$ cat src/rtl/pcm_ser_pkg.sv
package pcm_ser_pkg;

    // one half-word of the channel window configuration
    typedef struct packed {
        logic       wext;
        logic       en;
        logic [9:0] start;
        logic [3:0] wcode;
    } slot_cfg_t;

    typedef enum logic [1:0] {
        ST_HUNT,
        ST_GAP,
        ST_CH1,
        ST_CH2
    } ser_state_e;

    function automatic logic [5:0] slot_width(slot_cfg_t c);
        return 6'd8 + {2'b00, c.wcode} + (c.wext ? 6'd16 : 6'd0);
    endfunction

endpackage

$ cat src/rtl/pcm_frame_timer.sv
module pcm_frame_timer #(
    parameter int FRAME_W = 10
) (
    input  logic               clk,
    input  logic               rst_n,
    input  logic               fs_slave,
    input  logic               fs_inv,
    input  logic [FRAME_W-1:0] frame_len_m1,
    input  logic [FRAME_W-1:0] sync_len,
    input  logic               fs_in,
    output logic [FRAME_W-1:0] pos,
    output logic               fstart,
    output logic               locked_nxt,
    output logic               fs_out
);
    logic [FRAME_W-1:0] cnt_q;
    logic               run_q, act_q, locked_q, fs_q;
    logic               act, sync_edge;

    always_comb begin
        act        = fs_in ^ fs_inv;
        sync_edge  = act & ~act_q;
        fstart     = fs_slave ? sync_edge : (!run_q || (cnt_q == frame_len_m1));
        pos        = fstart ? '0 : cnt_q + 1'b1;
        locked_nxt = !fs_slave || locked_q || sync_edge;
    end

    always_ff @(posedge clk or negedge rst_n) begin
        if (!rst_n) begin
            cnt_q    <= '0;
            run_q    <= 1'b0;
            act_q    <= 1'b0;
            locked_q <= 1'b0;
            fs_q     <= 1'b0;
        end else begin
            cnt_q    <= pos;
            run_q    <= 1'b1;
            act_q    <= act;
            locked_q <= locked_nxt;
            fs_q     <= fs_slave ? 1'b0 : ((pos < sync_len) ^ fs_inv);
        end
    end

    assign fs_out = fs_q;
endmodule

$ cat src/rtl/pcm_slot_window.sv
module pcm_slot_window
    import pcm_ser_pkg::*;
#(
    parameter int FRAME_W  = 10,
    parameter int SAMPLE_W = 32
) (
    input  slot_cfg_t           cfg,
    input  logic [FRAME_W-1:0]  pos,
    input  logic [SAMPLE_W-1:0] sample,
    output logic                hit,
    output logic                bit_o
);
    localparam int EXT_W = FRAME_W + 2;
    localparam int SEL_W = $clog2(SAMPLE_W);

    logic [EXT_W-1:0] pos_x, start_x, wid_x, off, idx;

    always_comb begin
        pos_x   = EXT_W'(pos);
        start_x = EXT_W'(cfg.start);
        wid_x   = EXT_W'(slot_width(cfg));
        off     = pos_x - start_x;
        idx     = wid_x - off - EXT_W'(1);
        hit     = cfg.en && (pos_x >= start_x) && (off < wid_x);
        bit_o   = (idx < EXT_W'(SAMPLE_W)) ? sample[idx[SEL_W-1:0]] : 1'b0;
    end
endmodule

$ cat src/rtl/pcm_sample_stage.sv
module pcm_sample_stage #(
    parameter int SAMPLE_W = 32
) (
    input  logic                clk,
    input  logic                rst_n,
    input  logic                fstart,
    input  logic                any_en,
    input  logic                s_valid,
    input  logic [SAMPLE_W-1:0] s_ch1,
    input  logic [SAMPLE_W-1:0] s_ch2,
    output logic                s_ready,
    output logic [SAMPLE_W-1:0] src1,
    output logic [SAMPLE_W-1:0] src2,
    output logic                underrun
);
    logic                full_q, under_q, take;
    logic [SAMPLE_W-1:0] hold1_q, hold2_q, frm1_q, frm2_q;

    always_comb begin
        s_ready = !full_q || fstart;
        take    = s_valid && s_ready;
        src1    = fstart ? (full_q ? hold1_q : '0) : frm1_q;
        src2    = fstart ? (full_q ? hold2_q : '0) : frm2_q;
    end

    always_ff @(posedge clk or negedge rst_n) begin
        if (!rst_n) begin
            full_q  <= 1'b0;
            under_q <= 1'b0;
            hold1_q <= '0;
            hold2_q <= '0;
            frm1_q  <= '0;
            frm2_q  <= '0;
        end else begin
            if (fstart) begin
                frm1_q <= full_q ? hold1_q : '0;
                frm2_q <= full_q ? hold2_q : '0;
            end
            under_q <= under_q | (fstart & ~full_q & any_en);
            full_q  <= (full_q & ~fstart) | take;
            if (take) begin
                hold1_q <= s_ch1;
                hold2_q <= s_ch2;
            end
        end
    end

    assign underrun = under_q;
endmodule

$ cat src/rtl/pcm_frame_serialiser.sv
module pcm_frame_serialiser
    import pcm_ser_pkg::*;
#(
    parameter int FRAME_W  = 10,
    parameter int SAMPLE_W = 32
) (
    input  logic                clk,
    input  logic                rst_n,
    input  logic [FRAME_W-1:0]  cfg_frame_len_m1,
    input  logic [FRAME_W-1:0]  cfg_sync_len,
    input  logic                cfg_fs_slave,
    input  logic                cfg_bclk_slave,
    input  logic                cfg_fs_inv,
    input  logic                cfg_clk_inv,
    input  logic [31:0]         cfg_slots,
    input  logic                fs_in,
    input  logic                s_valid,
    input  logic [SAMPLE_W-1:0] s_ch1,
    input  logic [SAMPLE_W-1:0] s_ch2,
    output logic                s_ready,
    output logic                fs_out,
    output logic                fs_oe,
    output logic                bclk_oe,
    output logic                sdata,
    output logic                frame_req,
    output logic                underrun
);
    localparam int N_CH = 2;

    logic [FRAME_W-1:0]  pos;
    logic                fstart, locked_nxt, any_en;
    logic [SAMPLE_W-1:0] src [N_CH];
    logic [N_CH-1:0]     hit, win_bit;
    slot_cfg_t           slot_cfg [N_CH];
    ser_state_e          state_q, state_d;
    logic                bit_d, bit_q, sd_p, sd_n_q, req_q;

    pcm_frame_timer #(.FRAME_W(FRAME_W)) u_timer (
        .clk(clk), .rst_n(rst_n),
        .fs_slave(cfg_fs_slave), .fs_inv(cfg_fs_inv),
        .frame_len_m1(cfg_frame_len_m1), .sync_len(cfg_sync_len),
        .fs_in(fs_in), .pos(pos), .fstart(fstart),
        .locked_nxt(locked_nxt), .fs_out(fs_out)
    );

    pcm_sample_stage #(.SAMPLE_W(SAMPLE_W)) u_stage (
        .clk(clk), .rst_n(rst_n), .fstart(fstart), .any_en(any_en),
        .s_valid(s_valid), .s_ch1(s_ch1), .s_ch2(s_ch2),
        .s_ready(s_ready), .src1(src[0]), .src2(src[1]),
        .underrun(underrun)
    );

    // channel 1 in the upper half-word, channel 2 in the lower
    for (genvar k = 0; k < N_CH; k++) begin : g_slot
        assign slot_cfg[k] = cfg_slots[(N_CH-1-k)*16 +: 16];
        pcm_slot_window #(.FRAME_W(FRAME_W), .SAMPLE_W(SAMPLE_W)) u_win (
            .cfg(slot_cfg[k]), .pos(pos), .sample(src[k]),
            .hit(hit[k]), .bit_o(win_bit[k])
        );
    end

    assign any_en = slot_cfg[0].en | slot_cfg[1].en;

    // next-state classification of the bit about to be driven
    always_comb begin
        if (!locked_nxt)  state_d = ST_HUNT;
        else if (hit[0])  state_d = ST_CH1;
        else if (hit[1])  state_d = ST_CH2;
        else              state_d = ST_GAP;
    end

    always_comb begin
        unique case (state_d)
            ST_HUNT: bit_d = 1'b0;
            ST_GAP:  bit_d = 1'b0;
            ST_CH1:  bit_d = win_bit[0];
            ST_CH2:  bit_d = win_bit[1];
        endcase
    end

    // state register
    always_ff @(posedge clk or negedge rst_n) begin
        if (!rst_n) begin
            state_q <= ST_HUNT;
            bit_q   <= 1'b0;
            req_q   <= 1'b0;
        end else begin
            state_q <= state_d;
            bit_q   <= bit_d;
            req_q   <= fstart;
        end
    end

    // outputs
    always_comb begin
        unique case (state_q)
            ST_HUNT, ST_GAP: sd_p = 1'b0;
            ST_CH1, ST_CH2:  sd_p = bit_q;
        endcase
    end

    always_ff @(negedge clk or negedge rst_n) begin
        if (!rst_n) sd_n_q <= 1'b0;
        else        sd_n_q <= sd_p;
    end

    assign sdata     = cfg_clk_inv ? sd_n_q : sd_p;
    assign frame_req = req_q;
    assign fs_oe     = !cfg_fs_slave;
    assign bclk_oe   = !cfg_bclk_slave;
endmodule

$ cat config.mk
export PLATFORM = sky130hd
export DESIGN_NAME = pcm_frame_serialiser
export DESIGN_NICKNAME = d
export VERILOG_FILES = /design/src/rtl/pcm_ser_pkg.sv /design/src/rtl/pcm_frame_timer.sv /design/src/rtl/pcm_slot_window.sv /design/src/rtl/pcm_sample_stage.sv /design/src/rtl/pcm_frame_serialiser.sv
export SDC_FILE = /design/constraint.sdc
export NUM_CORES = 1
export LEC_CHECK = 0
export ABC_CLOCK_PERIOD_IN_PS = 7770
export BUFFER_PORTS_ARGS = -buffer_cell sky130_fd_sc_hd__buf_4
export CAP_MARGIN = 15
export CELL_PAD_IN_SITES_DETAIL_PLACEMENT = 1
export CELL_PAD_IN_SITES_GLOBAL_PLACEMENT = 2
export CORE_MARGIN = 2
export CORE_UTILIZATION = 39
export CTS_CLUSTER_DIAMETER = 60
export CTS_CLUSTER_SIZE = 20
export DETAILED_ROUTE_END_ITERATION = 16
export PLACE_DENSITY = 0.92
export SLEW_MARGIN = 20
export SYNTH_ARGS = -nofsm -noshare
export SYNTH_HDL_FRONTEND = slang
export SYNTH_SLANG_ARGS = --single-unit
export TNS_END_PERCENT = 5
$ cat constraint.sdc
create_clock -name clk -period 7.77 [get_ports clk]
set_clock_uncertainty 0.1 [all_clocks]
set_input_delay 0.777 -clock clk [delete_from_list [all_inputs] [get_ports clk]]
set_output_delay 0.777 -clock clk [all_outputs]
set_load 0.01 [all_outputs]
Yosys cells after proc, flatten, opt, wreduce, memory -nomap -nowiden. Cells that the tools add are included. Widths: inputs -> output; s select.

Output and inout port bits: 7. Bits in registers: 149. Logic and storage cells: 93.

Add/sub/neg operators: 11. Reductions and logical operators: 18. Muxes and demuxes: 21. Order comparisons: 9. Bitwise logic cells: 12. Equal/unequal tests: 7.

Operator list (count): $mux 32 (4); $lt 12x6->1 (2); $lt 12x6->1 const B (2); $sub 12x1->12 const B (2); $sub 6x12->12 (2); $sub 10x10->11 (2); $ge 10x10->1 (2); $add 6x6->6 (2); $lt 5x6->1 const B (2); $add 10x1->10 const B (1); $add 4x4->5 const A (2); $bmux 1 s5 (2); $eq 10x10->1 (1); $lt 10x10->1 (1); $mux 10 (1); $mux 5 (2); $eq 2x2->1 const B (4); $mux 1 (7); $mux 2 (3); $reduce_or 2->1 (3); $logic_and 1x1->1 (5); $and 1x1->1 (4); $eq 2x1->1 const B (2); $logic_not 1->1 (4); other kinds (7) (16).

Longest topological paths before layout.
Depth in word-level cells: 13. Mapped depth: 25. Gate-level depth less buffers: 21.

Modules after synthesis. Synthesis repeated with hierarchy kept, for this count alone.

Cell total of the unflattened synthesis: 858. Area total of the unflattened synthesis: 9096.2 um^2.

Modules (own cells, without submodules): pcm_sample_stage (times used 1, cells an instance 412, area an instance 5220.0 um^2, sequential area each 3253.1 um^2); pcm_slot_window (times used 2, cells an instance 162, area an instance 1363.8 um^2, sequential area each 0.0 um^2); pcm_frame_timer (times used 1, cells an instance 109, area an instance 989.7 um^2, sequential area each 350.3 um^2); pcm_frame_serialiser (times used 1, cells an instance 13, area an instance 158.9 um^2, sequential area each 100.1 um^2).

==> results.txt <==
status -> complete, no violations
total power -> 0.00283 W
vias in the first global route -> 7691
routing usage on met3 -> 2.92%
initial antenna violation count -> 0
Vias/cell -> 5.34
total grt overflow -> 0
asr flop ratio synth -> 100%
CTS H-Tree Depth -> 4
#FFs+latches synth -> 148
Synth Area in XOR/XNOR -> 4.23%
post-synth net total -> 1090
pre-CTS setup slack -> 1790 ps
critical path peak fanout -> 1
HPWL Detailed -> 17500 µm
global routing usage on met1 -> 28.8%
Setup WS post-layout -> 1900 ps
CTS tree -> done
Final Setup Violations -> 0
CP Class -> reg -> out
Hold-fix buffers, CTS -> 0
Post-CTS Setup Bufs -> 0
routed vias -> 7043
die width -> 155 µm
Max-cap violations -> 0
sequential standard cell area -> 3700 µm²
slowest cell on the critical path -> dfrtn_1
slowest stage delay, CP -> 320 ps
Sw Ratio -> 33.4%
wire length of the first global-routing pass -> 40200 µm
Synth Area in Adders -> 8.77%
Power Internal -> 0.00189 W
Area Growth Syn to Fin -> 21.0%
worst hold path class -> in -> async
Worst-Margin Slew -> 1070 ps
area of the multi-input gates -> 4770 µm²
P_sw -> 0.000945 W
CTS root buf -> clkbuf_16
Max clock buf depth -> 2
Inst Count DP -> 1288
share of cells above drive strength 1 -> 25.6%
synthesized cell area -> 8900 µm²
synth warn -> 0
ANT cells -> 0
GR Util All Layers -> 21.1%
Compound-Gate Fraction of Synth Area -> 13.8%
RSZ-0062 raised after global routing -> false
Setup TNS -> 0 ps
# rows -> 55
I/O Buffers -> 130
DRC -> 0
CP required -> 6890 ps
Worst VDD drop -> 0.168 mV
Initial Util -> 39.5%
I/O Pins -> 131
Detail Route Antenna Nets -> 0
Leakage Power -> 5.22 nW
Max Slew Vio Count -> 0
Reg power frac -> 35.3%
violation count after the first detailed-route iteration -> 271
drt first pass iters -> 4
number of fill cells -> 2496
Gate Count Post-Synth -> 906
Simple-Gate Fraction of Synth Area -> 12.4%
final net count -> 1207
main combinational cell family by area after synthesis -> multiplexers
Core ar. -> 22500 µm²
clk_lat worst skew -> 420 ps
Worst Path Arrival -> 5000 ps
chip height -> 155 µm
largest net degree at the start of global routing -> 95
clk sinks -> 148
clock power share -> 30.7%
wirelength, routed -> 24400 µm
worst-path cell chain -> mux2_2 -> buf_4
PwrDens -> 263 nW/µm²
Logic pwr share -> 34.1%
top_reg_cell synth -> dfrtp_1
post-route insts no fill -> 1320
routed len/inst -> 18.5 µm
gr busiest metal -> met2
post-synthesis cell type count -> 57
Post-synth EDFFs -> 0
gp weighted congestion -> 0.830
post-synthesis mux area share -> 14.4%
CTS Buf Count -> 17
reg2reg path depth -> 21
crit end category -> primary output
startpoint types -> flop
worst reg-to-reg setup slack -> 2000 ps
Hold Vio Cnt, Final -> 0
Die ar. -> 24000 µm²
relative slew slack -> 28.3%
met2 Use GR -> 34.8%
post_cts resized -> 0
Clock transition at path regs -> 60 ps
Seq/Total Area, Yosys -> 41.6%
Mapped Avg Cell Area -> 9.82 µm²
[power by group through the flow]
stage | clock (W) | combinational, W | sequential (W)
2_1_floorplan | 0 | 0.000697 | 0.000978
3_3_place_gp | 0 | 0.000934 | 0.00100
3_5_place_dp | 0 | 0.000952 | 0.00101
4_1_cts | 0.000883 | 0.000969 | 0.00100
5_1_grt | 0.000911 | 0.00108 | 0.00102
6_report | 0.000868 | 0.000964 | 0.000999
[area by class of cell]
type	instances	area share (%)
Multi-Input combinational cell	650	44.3
Sequential cell	148	34.4
Timing Repair Buffer	140	9.98
Clock buffer	23	4.53
Tap cell	285	3.31
Inverter	66	2.30
Clock inverter	8	1.15
[path summary, 6_finish.rpt]
path                                                    to                          from
max                                                  sdata              sd_n_q$_DFF_NN0_
min                        u_stage.hold1_q[28]$_DFFE_PN0P_                         rst_n
max reg2reg                                bit_q$_DFF_PN0_    u_timer.cnt_q[6]$_DFF_PN0_
min reg2reg                   u_stage.frm2_q[10]$_DFF_PN0_  u_stage.frm2_q[10]$_DFF_PN0_
max in group asynchronous                 sd_n_q$_DFF_NN0_                         rst_n
min in group clk              u_stage.frm2_q[10]$_DFF_PN0_  u_stage.frm2_q[10]$_DFF_PN0_
[cells in the mapped netlist, drive strengths merged (3+ instances only)]
cell / number / area (µm²)
inv: 65 / 244
nor4: 5 / 31.3
nor2b: 16 / 100
a211oi: 5 / 37.5
nand2b: 7 / 43.8
ha: 56 / 701
o31ai: 3 / 22.5
o41ai: 3 / 45.1
nand4: 6 / 37.5
nor2: 41 / 154
fa: 4 / 80.1
o21ai: 73 / 365
o211ai: 5 / 37.5
buf: 16 / 78.8
mux2: 83 / 935
nand2: 140 / 528
and2: 4 / 25.0
xor2: 15 / 131
a21o: 16 / 120
mux4: 7 / 158
a221oi: 5 / 43.8
o21a: 8 / 60.1
mux2i: 19 / 190
a21oi: 21 / 105
a311oi: 5 / 43.8
dfrtp: 147 / 3680
o22ai: 3 / 18.8
a22oi: 3 / 22.5
xnor2: 28 / 245
a31oi: 6 / 37.5
and3: 4 / 25.0
clkbuf: 26 / 97.6
o2111ai: 7 / 61.3
nand3: 24 / 120
a22o: 6 / 52.6
[critical path: cells and delay by family (launching register included)]
| family | cells | cell delay, ps |
|---|---|---|
| buf+inv | 1 | 140 |
| flops | 1 | 320 |
| mux | 1 | 260 |
[layer usage]
| metal | routed length [µm] | share of wire [%] | up-vias |
|---|---|---|---|
| li1 | - | - | 3382 |
| met1 | 11700 | 48 | 3483 |
| met2 | 11300 | 46 | 146 |
| met3 | 937 | 3.8 | 32 |
| met4 | 420 | 1.7 | 0 |
| met5 | 0 | 0 | - |
[flip-flops by register name, summed over array words and instances (netlist names)]
| signal | count |
|---|---|
| u_timer.act_q | 1 |
| u_timer.cnt_q | 10 |
| u_timer.fs_out | 1 |
| sd_n_q | 1 |
| u_stage.hold2_q | 32 |
| state_q | 1 |
| u_stage.frm2_q | 32 |
| u_stage.underrun | 1 |
| bit_q | 1 |
| u_stage.full_q | 1 |
| u_stage.frm1_q | 32 |
| u_stage.hold1_q | 32 |
| u_timer.run_q | 1 |
| frame_req | 1 |
| u_timer.locked_q | 1 |
[placed cells by master, fill, tap and decap left out, drive strengths merged, types with 6 or more instances in the layout]
cell type,n
dfrtp,147
nand2,140
buf,140
mux2,83
o21ai,73
inv,66
ha,56
nor2,41
xnor2,28
nand3,24
clkbuf,23
a21oi,21
mux2i,19
nor2b,16
a21o,16
xor2,15
o21a,8
nand2b,7
o2111ai,7
mux4,7
nand4,6
a22o,6
a31oi,6
[per-stage QoR]
stage	utilization (%)	hold WS, ps	instance area (µm²)
final	47.9	248	10800
after global routing	47.9	313	10800
after CTS	47.7	291	10700
after detailed placement	45.0	355	10100
after global placement	45.0	345	10100
after floorplan	-	333	8900
[kinds of logic after synthesis]
| logic type | count (synthesis) |
|---|---|
| multiplexers | 109 |
| AND/OR/NAND/NOR | 252 |
| buffers and inverters | 108 |
| XOR/XNOR | 43 |
| AO/OA/AOI/OAI | 185 |
| flip-flops | 148 |
| other | 1 |
| adder cells (fa/ha/maj) | 60 |
No activity file was read; power rests on OpenSTA's default activity.
